File: src/rtl/codec_bridge_pkg.sv
// Package: shared constants and the reset table of the codec register bank.
// Assumes registers are 8 bits wide and indexed from 0.
package codec_bridge_pkg;

    localparam int REG_COUNT    = 28;
    localparam int IDX_W        = 7;
    localparam int BYTE_W       = 8;
    localparam int FLAG_IDX     = 9;
    localparam int TEST_IDX_A   = 20;
    localparam int TEST_IDX_B   = 21;
    localparam int RAMP_UP_BIT  = 3;
    localparam int RAMP_DN_BIT  = 2;

    // Reset byte of each register index; unknown indices give zero.
    function automatic logic [7:0] reg_reset_value(input int idx);
        case (idx)
            0:  return 8'h0c;
            1:  return 8'haa;
            2:  return 8'h78;
            5:  return 8'hff;
            6:  return 8'h03;
            7:  return 8'h51;
            8:  return 8'h3f;
            11, 12, 13, 14, 15, 16: return 8'h04;
            17, 18: return 8'h0a;
            22: return 8'hc0;
            23: return 8'h34;
            24: return 8'h07;
            25: return 8'h44;
            26: return 8'h1f;
            default: return 8'h00;
        endcase
    endfunction

endpackage

File: src/rtl/codec_cmd_ctrl.sv
// Command word holder: keeps the index and data fields, runs the busy
// window of a write request and pulses commit on its last cycle.
// Assumes BUSY_CYCLES >= 1; writes that arrive while busy are dropped.
module codec_cmd_ctrl #(
    parameter int ADDR_W      = 7,
    parameter int DATA_W      = 8,
    parameter int BUSY_CYCLES = 4
) (
    input  logic              clk,
    input  logic              rst_n,
    input  logic              cmd_wr,
    input  logic              req_bit,
    input  logic [ADDR_W-1:0] addr_in,
    input  logic [DATA_W-1:0] data_in,
    output logic              busy,
    output logic              commit,
    output logic [ADDR_W-1:0] cmd_addr,
    output logic [DATA_W-1:0] cmd_data
);

    localparam int CNT_W = $clog2(BUSY_CYCLES + 1);

    logic [CNT_W-1:0] cnt_q;

    // Accept a command while idle and count down the busy window.
    always_ff @(posedge clk) begin
        if (!rst_n) begin
            cnt_q    <= '0;
            cmd_addr <= '0;
            cmd_data <= '0;
        end else if (cmd_wr && (cnt_q == '0)) begin
            cmd_addr <= addr_in;
            cmd_data <= data_in;
            cnt_q    <= req_bit ? CNT_W'(BUSY_CYCLES) : '0;
        end else if (cnt_q != '0) begin
            cnt_q <= cnt_q - 1'b1;
        end
    end

    // Busy while counting; the final counted cycle commits the write.
    always_comb begin
        busy   = (cnt_q != '0);
        commit = (cnt_q == CNT_W'(1));
    end

    AST_IGNORE_WHILE_BUSY: assert property (@(posedge clk) disable iff (!rst_n)
        (busy && cmd_wr) |=> ($stable(cmd_addr) && $stable(cmd_data)));

    AST_REQ_STARTS_BUSY: assert property (@(posedge clk) disable iff (!rst_n)
        (!busy && cmd_wr && req_bit) |=> busy);

    AST_COMMIT_ENDS_BUSY: assert property (@(posedge clk) disable iff (!rst_n)
        commit |=> !busy);

endmodule

File: src/rtl/codec_reg_bank.sv
// Register bank: one byte per index with reset values from the package,
// reserved indices fixed at zero, and a flag register set by hardware pulses.
// Assumes at most one host write per cycle.
module codec_reg_bank
    import codec_bridge_pkg::*;
#(
    parameter int NUM_REGS = REG_COUNT,
    parameter int ADDR_W   = IDX_W,
    parameter int DATA_W   = BYTE_W,
    parameter int FLAG_REG = FLAG_IDX,
    parameter int UP_BIT   = RAMP_UP_BIT,
    parameter int DN_BIT   = RAMP_DN_BIT
) (
    input  logic              clk,
    input  logic              rst_n,
    input  logic              wr_en,
    input  logic [ADDR_W-1:0] wr_addr,
    input  logic [DATA_W-1:0] wr_data,
    input  logic              ramp_up,
    input  logic              ramp_dn,
    input  logic [ADDR_W-1:0] rd_addr,
    output logic [DATA_W-1:0] rd_data,
    output logic [DATA_W-1:0] flag_q
);

    logic [DATA_W-1:0] regs [NUM_REGS];

    for (genvar i = 0; i < NUM_REGS; i++) begin : g_reg
        if (i == TEST_IDX_A || i == TEST_IDX_B) begin : g_test
            assign regs[i] = '0;
        end else if (i == FLAG_REG) begin : g_flag
            logic [DATA_W-1:0] nxt;
            // Host value first, then hardware pulses force their bits on.
            always_comb begin
                nxt = (wr_en && wr_addr == ADDR_W'(i)) ? wr_data : regs[i];
                if (ramp_up) nxt[UP_BIT] = 1'b1;
                if (ramp_dn) nxt[DN_BIT] = 1'b1;
            end
            // Flag register storage.
            always_ff @(posedge clk) begin
                if (!rst_n) regs[i] <= DATA_W'(reg_reset_value(i));
                else        regs[i] <= nxt;
            end
        end else begin : g_plain
            // Ordinary control byte written by the host.
            always_ff @(posedge clk) begin
                if (!rst_n)
                    regs[i] <= DATA_W'(reg_reset_value(i));
                else if (wr_en && wr_addr == ADDR_W'(i))
                    regs[i] <= wr_data;
            end
        end
    end

    // Select the addressed byte; indices past the bank read zero.
    always_comb begin
        rd_data = '0;
        for (int k = 0; k < NUM_REGS; k++) begin
            if (rd_addr == ADDR_W'(k)) rd_data = regs[k];
        end
    end

    assign flag_q = regs[FLAG_REG];

    AST_RAMP_UP_SETS: assert property (@(posedge clk) disable iff (!rst_n)
        ramp_up |=> flag_q[UP_BIT]);

    AST_RAMP_DN_SETS: assert property (@(posedge clk) disable iff (!rst_n)
        ramp_dn |=> flag_q[DN_BIT]);

    AST_FLAG_HOST_WRITE: assert property (@(posedge clk) disable iff (!rst_n)
        (wr_en && wr_addr == ADDR_W'(FLAG_REG) && !ramp_up && !ramp_dn)
        |=> (flag_q == $past(wr_data)));

endmodule

File: src/rtl/codec_rd_pipe.sv
// Read settle pipeline: delays the selected byte by DEPTH register stages so
// that a new index becomes visible a fixed number of cycles later.
// Assumes DEPTH >= 1; stages clear to zero on reset.
module codec_rd_pipe #(
    parameter int WIDTH = 8,
    parameter int DEPTH = 6
) (
    input  logic             clk,
    input  logic             rst_n,
    input  logic [WIDTH-1:0] din,
    output logic [WIDTH-1:0] dout
);

    logic [WIDTH-1:0] stage [DEPTH];

    for (genvar s = 0; s < DEPTH; s++) begin : g_stage
        // One delay stage of the settle chain.
        always_ff @(posedge clk) begin
            if (!rst_n)      stage[s] <= '0;
            else if (s == 0) stage[s] <= din;
            else             stage[s] <= stage[(s == 0) ? 0 : s - 1];
        end
    end

    assign dout = stage[DEPTH-1];

endmodule

File: src/rtl/codec_reg_bridge.sv
// Top: decodes the two host words and links the command holder, the register
// bank and the read settle pipeline. Host reads are combinational and have
// no side effects; one host write per cycle.
module codec_reg_bridge
    import codec_bridge_pkg::*;
#(
    parameter int HOST_AW     = 4,
    parameter int BUSY_CYCLES = 4,
    parameter int RD_LATENCY  = 6
) (
    input  logic               clk,
    input  logic               rst_n,
    input  logic               host_wr,
    input  logic [HOST_AW-1:0] host_addr,
    input  logic [31:0]        host_wdata,
    output logic [31:0]        host_rdata,
    input  logic               ramp_up_done,
    input  logic               ramp_down_done
);

    localparam logic [HOST_AW-1:0] OFS_CMD  = HOST_AW'(4'h0);
    localparam logic [HOST_AW-1:0] OFS_STAT = HOST_AW'(4'h4);
    localparam int REQ_BIT = 16;
    localparam int IRQ_BIT = 8;

    logic              cmd_wr, busy, commit;
    logic [IDX_W-1:0]  cmd_addr;
    logic [BYTE_W-1:0] cmd_data, sel_byte, settled_byte, flag_byte;
    logic              unused_wbits;

    assign cmd_wr       = host_wr && (host_addr == OFS_CMD);
    assign unused_wbits = ^{host_wdata[31:17], host_wdata[15]};

    codec_cmd_ctrl #(
        .ADDR_W(IDX_W), .DATA_W(BYTE_W), .BUSY_CYCLES(BUSY_CYCLES)
    ) u_cmd (
        .clk(clk), .rst_n(rst_n), .cmd_wr(cmd_wr),
        .req_bit(host_wdata[REQ_BIT]),
        .addr_in(host_wdata[14:8]), .data_in(host_wdata[7:0]),
        .busy(busy), .commit(commit),
        .cmd_addr(cmd_addr), .cmd_data(cmd_data)
    );

    codec_reg_bank u_bank (
        .clk(clk), .rst_n(rst_n),
        .wr_en(commit), .wr_addr(cmd_addr), .wr_data(cmd_data),
        .ramp_up(ramp_up_done), .ramp_dn(ramp_down_done),
        .rd_addr(cmd_addr), .rd_data(sel_byte), .flag_q(flag_byte)
    );

    codec_rd_pipe #(.WIDTH(BYTE_W), .DEPTH(RD_LATENCY)) u_rdpipe (
        .clk(clk), .rst_n(rst_n), .din(sel_byte), .dout(settled_byte)
    );

    // Host read mux over the two words; other offsets read zero.
    always_comb begin
        host_rdata = '0;
        if (host_addr == OFS_CMD) begin
            host_rdata[REQ_BIT] = busy;
            host_rdata[14:8]    = cmd_addr;
            host_rdata[7:0]     = cmd_data;
        end else if (host_addr == OFS_STAT) begin
            host_rdata[IRQ_BIT] = |flag_byte;
            host_rdata[7:0]     = settled_byte;
        end
    end

endmodule

File: config.mk
export PLATFORM = sky130hd
export DESIGN_NAME = codec_reg_bridge
export DESIGN_NICKNAME = d
export VERILOG_FILES = /design/src/rtl/codec_bridge_pkg.sv /design/src/rtl/codec_cmd_ctrl.sv /design/src/rtl/codec_reg_bank.sv /design/src/rtl/codec_rd_pipe.sv /design/src/rtl/codec_reg_bridge.sv
export SDC_FILE = /design/constraint.sdc
export NUM_CORES = 1
export LEC_CHECK = 0
export CORE_ASPECT_RATIO = 0.9
export CORE_MARGIN = 3
export CORE_UTILIZATION = 40
export CTS_BUF_LIST = sky130_fd_sc_hd__clkbuf_8
export DETAILED_ROUTE_END_ITERATION = 7
export GPL_TIMING_DRIVEN = 0
export MAX_ROUTING_LAYER = met4
export PLACE_DENSITY = 0.57
export SYNTH_ARGS = -nofsm -noshare
export SYNTH_HDL_FRONTEND = slang
export SYNTH_SLANG_ARGS = --single-unit
File: constraint.sdc
create_clock -name clk -period 1.7 [get_ports clk]
set_input_delay 0.34 -clock clk [delete_from_list [all_inputs] [get_ports clk]]
set_output_delay 0.34 -clock clk [all_outputs]
set_load 0.02 [all_outputs]
==> After elaboration in Yosys (flattened, before gate mapping) <==
Memory sizes are Yosys's and may differ from the RTL's.
Cells that the tools add are included.
W data, S select, Z words.
{ "op_classes": {"addsub": 1, "n_eq_ne": 29, "n_mux": 46, "bitwise": 6, "n_reduce_logical": 36} }
{ "op_table": {"columns": ["op", "n"], "rows": [
  ["$mux W8", 34],
  ["$eq A7 B5 Y1 const B", 12],
  ["$eq A7 B4 Y1 const B", 8],
  ["$eq A7 B3 Y1 const B", 4],
  ["$logic_and A1 B1 Y1", 28],
  ["$mux W9", 2],
  ["$eq A7 B2 Y1 const B", 2],
  ["$mux W3", 3],
  ["$reduce_or A8 Y1", 1],
  ["$eq A7 B1 Y1 const B", 1],
  ["$logic_not A7 Y1", 1],
  ["$mux W6", 1],
  ["$or A1 B1 Y1", 6],
  ["$reduce_bool A2 Y1", 3],
  ["$mux W1", 5],
  ["$eq A4 B3 Y1 const B", 1],
  ["$logic_not A4 Y1", 1],
  ["$mux W4", 1],
  ["$eq A3 B1 Y1 const B", 1],
  ["$logic_not A3 Y1", 1],
  ["$reduce_bool A3 Y1", 1],
  ["$sub A3 B1 Y3 const B", 1]
]} }
{ "totals": {"register_bits": 226, "ramBits": 48, "inputBits": 41, "memories": 1} }
{ "memory_table": {"columns": ["memory", "depth", "width", "read_ports", "rd_ports_with_merged_regs", "wr", "line_no", "text"], "rows": [
  ["u_rdpipe.stage", 6, 8, 6, 0, 6, "codec_rd_pipe.sv:14", "logic [WIDTH-1:0] stage [DEPTH];"]
]} }

==> Logic depth before layout (Yosys ltp) <==
{ "depth": {"word_depth": 30, "ltp_mapped": 10, "mapped_depth_nobuf": 8} }

==> By module <==
A second synthesis with hierarchy kept.
{ "hier_totals": {"cells_unflattened": 1505, "hier_area_um2": 12986.2} }
{ "modules_own_cells": {"columns": ["module", "instances", "cells_each", "area_per_inst_um2", "seq_area_each_um2"], "rows": [
  ["codec_reg_bank", 1, 1265, 10475.0, 4164.0],
  ["codec_rd_pipe", 1, 109, 1391.3, 960.9],
  ["codec_cmd_ctrl", 1, 91, 777.0, 360.3],
  ["codec_reg_bridge", 1, 40, 342.8, 0.0]
]} }

==> Worst setup path before layout <==
No wires, ideal clock.
{ "synth_path": {"kind": "flip-flop to flip-flop", "from": "register u_cmd.cnt_q[1]", "to": "register u_bank.regs, in the netlist u_bank.flag_q[3]", "setup_ps": 115, "t_arrival_ps": 1777, "required_ps": 1585, "path_slack_ps": -192, "path_stages_with_launch": 9, "path_buffers": 1, "period_less_slack_ps": 1892, "path_cell_list": "dfxtp_1 inv_1 ha_1 nand2b_1 clkbuf_1 nor2_1 nand2_4 mux2_4 o21a_1"} }
{ "synth_via": {"elab_chain_len": 3} }
{ "synth_lines": {"columns": ["item", "line_no", "text"], "rows": [
  ["from (decl)", "codec_cmd_ctrl.sv:23", "logic [CNT_W-1:0] cnt_q;"],
  ["from (signal assigned)", "codec_cmd_ctrl.sv:34", "cnt_q <= req_bit ? CNT_W'(BUSY_CYCLES) : '0;"],
  ["from (signal assigned)", "codec_cmd_ctrl.sv:36", "cnt_q <= cnt_q - 1'b1;"],
  ["$eq A3 B1 Y1", "codec_cmd_ctrl.sv:43", "commit = (cnt_q == CNT_W'(1));"],
  ["$logic_and A1 B1 Y1", "codec_reg_bank.sv:35", "nxt = (wr_en && wr_addr == ADDR_W'(i)) ? wr_data : regs[i];"],
  ["$reduce_bool A2 Y1 (no line)", null, null],
  ["to (signal, indexed assignment)", "codec_reg_bank.sv:41", "if (!rst_n) regs[i] <= DATA_W'(reg_reset_value(i));"],
  ["to (signal, indexed assignment)", "codec_reg_bank.sv:42", "else regs[i] <= nxt;"],
  ["to (decl)", "codec_reg_bank.sv:26", "logic [DATA_W-1:0] regs [NUM_REGS];"]
]} }
No other way between the ends.
A chain may end at the register's enable or synchronous reset.

==> metrics.md <==
| Metric | Value |
|---|---|
| IO buf count | 39 |
| CP max-delay cell | dfxtp_4 |
| Share of flip-flops with an asynchronous set or reset | 0% |
| # fillers | 2717 |
| Worst Setup Start Kind | flip-flop |
| Slew headroom | 25.8% |
| Fin. max-slew vios | 0 |
| Sink Count | 274 |
| Row count | 61 |
| Reg2reg setup slack | -540 ps |
| Nets | 1812 |
| F_max | 446 MHz |
| Cell chain of the critical path | buf_6, buf_12, buf_12, clkinvlp_4, buf_8, nor2_1, a32oi_1, a22oi_2, o221ai_2, a21oi_2 |
| Failing checks | setup timing |
| Mapped cell area | 12700 µm² |
| IO Count | 73 |
| Peak VDD IR | 0.620 mV |
| Switching portion of total power | 29.4% |
| Min cycle time layout | 2240 ps |
| Area grow syn2layout | 47.8% |
| Seq pwr share | 42.8% |
| Most instantiated cells after synthesis | 326 x nand2_1, 274 x dfxtp_1, 93 x mux2i_1, 92 x nand3_1, 90 x a21boi_0 |
| Max-cap viol count | 0 |
| P_leak | 7.21 nW |
| Status | complete, but fails checks |
| Period utilization | 132% |
| Crit Path Class | reg2reg |
| Internal | 10.9 mW |
| Most used DFF post-synth | dfxtp_1 |
| Delay-heaviest family, CP | buffers and inverters |
| Area contributors post-synth | dfxtp_1 43%, nand2_1 9.6%, mux2i_1 7.3% |
| Routed via count | 13000 |
| P_sw | 4.55 mW |
| Remaining Overflow, GRT | 0 |
| EDFF count, synth | 0 |
| Reg clk slew, reported paths | 60 ps |
| DRC | 0 |
| Initial core utilization | 40.9% |
| Mux contribution to synthesized area | 9.40% |
| Compound-Gate Fraction of Synth Area | 16.8% |
| TritonRoute pass-1 iters | 5 |
| Final WL | 63.3 mm |
| #FFs+latches synth | 274 |
| Clk_skew | 42.2 ps |
| Setup WS pre-CTS | -1690 ps |
| Most frequent cell after synthesis | nand2_1 |
| Crit Path Max Fanout | 10 |
| WHS Endpoint | u_bank.regs[21] |
| Post-synthesis simple-gate area fraction | 24.9% |
| Hold path depth | 2 |
| Post-Layout Cell Count | 2211 |
| Clk network pwr share | 37.6% |
| DIE AREA | 34000 µm² |
| Avg WL per Cell | 28.6 µm |
| Mapped Cells | 1480 |
| WP buf/inv | 5 |
| Worst-skew pair later-pin latency | 620 ps |
| CP most frequent cell | buf_12 |
| Layout cells sized above 1 | 37.3% |
| Adder-cell share of the synthesized area | 0.295% |
| Worst hold start | rst_n |
| R2r startpoint | u_cmd.cmd_addr[1] |
| GPL Wtd Cong | 0.993 |
| Setup crit end kind | flip-flop |
| Chip width | 194 µm |
| CP peak stage delay | 370 ps |
| Clk Tree Root Cell | clkbuf_8 |
| H-tree depth | 2 |
| First-pass GRT wire length | 88.6 mm |
| Vias in the first global route | 12300 |
| PwrDens | 823 nW/µm² |
| Placed cells | 1943 |
| 1st-iter DRT viols | 1688 |
| Required @ worst endpoint | 2200 ps |
| Maximum buffer depth of the clock tree | 3 |
| Total CTS buffers | 46 |
| Library cells used by synthesis | 82 |
| Synth top area share | 43.1% |
| Routed Antenna Nets | 0 |
| Mapped Avg Cell Area | 8.60 µm² |
| Final worst slack | -542 ps |
| Hold_ws | 198 ps |
| Finish-stage setup viols | 216 |
| Crit path arrival time | 2740 ps |
| Core area | 31100 µm² |
| Largest net degree at the start of global routing | 12 |
| Gr usage total | 37.1% |
| Xor/xnor cell area share of the yosys netlist | 0% |
| Worst min-delay path class | in2reg |
| Vias/cell | 5.90 |
| Cell taking the most area after synthesis | dfxtp_1 |
| Post-DP HPWL | 39.9 mm |
| Yosys warnings | 0 |
| Gate power share | 19.5% |
| R2R Path End | u_rdpipe.stage[0][1] |
| Die height | 175 µm |
| Seq/Total Area, Yosys | 43.1% |
| Final cell utilization of the core | 60.4% |
| Worst-margin pin slew | 1110 ps |
| Initial antenna violation count | 4 |
| Worst Reg-to-Reg Cells | 10 |
| RSZ-0062 raised after global routing | yes |
| Final Hold Violating Endpoints | 0 |
| CTS tree | done |
| Combinational family with the most area after synthesis | simple AND/OR/NAND/NOR gates |
==> timing repair <==
action,CTS,global route
pin swaps,111,128
setup endpoints to repair,248,242
cloned,2,2
gates resized for setup,571,251
hold buffers,0,0
setup buffers,162,54
==> cells in the final DEF (no fill, tap or decap), types with 15 or more instances in the layout <==
master	netlist	final
buf_4	25	144
nor2_4	4	18
nor2_1	38	23
a21oi_1	39	29
nand3_2	3	38
and2_1	50	45
nor2b_1	70	64
buf_8	0	15
buf_12	0	36
buf_6	3	93
mux2i_1	93	88
a21boi_1	19	77
o21ai_0	40	37
a21boi_0	90	22
dfxtp_1	274	254
nand2_2	1	44
clkbuf_1	63	31
inv_1	12	22
clkdlybuf4s50_1	0	19
conb_1	1	16
nand2_4	1	25
clkbuf_8	0	60
nand2_1	326	249
nand3_1	92	45
==> how the worst max path moves through the flow <==
stage	start	to	slack (ps)	cells past startpoint
finish	u_cmd.cmd_addr[1]	u_rdpipe.stage[0][1]	-540	10
global route	u_cmd.cmd_addr[1]	u_rdpipe.stage[0][3]	-550	9
CTS	u_cmd.cmd_addr[1]	host_rdata[9]	-490	7
detailed placement	u_cmd.cmd_addr[0]	u_rdpipe.stage[0][4]	-1690	7
global placement	u_cmd.cmd_addr[0]	u_rdpipe.stage[0][4]	-1720	7
floorplan	u_cmd.cmd_addr[4]	u_bank.flag_q[2]	-70	8
==> per-stage QoR <==
stage	cell area, µm²	setup TNS (ps)	power, mW
2_1_floorplan	12900	-2340	7.63
5_1_grt	18800	-48400	15.9
3_3_place_gp	13800	-190990	8.28
6_report	18800	-36390	15.5
4_1_cts	17800	-23060	15.1
3_5_place_dp	13800	-194610	8.29
==> state kept, by name, indices dropped and copies added, names as in the netlist <==
name,flops
u_cmd.cmd_addr,7
u_cmd.cnt_q,3
u_bank.flag_q,8
u_rdpipe.stage,48
u_bank.regs,200
u_cmd.cmd_data,8
==> worst register-to-register path, cell delays in order (launching register included) <==
cell        delay [ps]
dfxtp_4            370
buf_6              140
buf_12             150
buf_12             140
clkinvlp_4         220
buf_8              240
nor2_1             100
a32oi_1             90
a22oi_2            310
o221ai_2           210
a21oi_2            190
==> power groups by stage <==
stage | clock, mW | combinational (mW) | sequential, mW
global route | 6.16 | 3.11 | 6.64
global placement | 0 | 1.56 | 6.72
detailed placement | 0 | 1.57 | 6.72
CTS | 5.88 | 2.63 | 6.61
floorplan | 0 | 0.925 | 6.71
finish | 5.83 | 3.02 | 6.63
==> cells by family (layout without fill, tap and decap cells) <==
family / after synthesis / in the layout
other: 1 / 21
AND/OR/NAND/NOR: 643 / 644
multiplexers: 111 / 111
AO/OA/AOI/OAI: 302 / 302
buffers and inverters: 146 / 447
adder cells (fa/ha/maj): 3 / 3
flip-flops: 274 / 274
==> area by class of cell <==
type	instances	area [µm²]	share of cell area [%]
flip-flops and latches	274	5540	29.5
plain buffers	104	1110	5.91
multi-input cells	1076	8120	43.2
repair buffers	253	2560	13.6
clock buffers	58	798	4.24
inverters	13	62.6	0.333
clock inverters	19	86.3	0.459
diodes	5	12.5	0.0665
well taps	409	512	2.72
==> layer usage <==
metal | global-route usage (%) | up-vias | wire [µm]
li1 | - | 5661 | -
met1 | 48.7 | 6346 | 25800
met2 | 52.9 | 831 | 26500
met3 | 9.92 | 211 | 6990
met4 | 18.2 | 0 | 3920
met5 | - | - | 0
No activity file was read; power rests on OpenSTA's default activity.
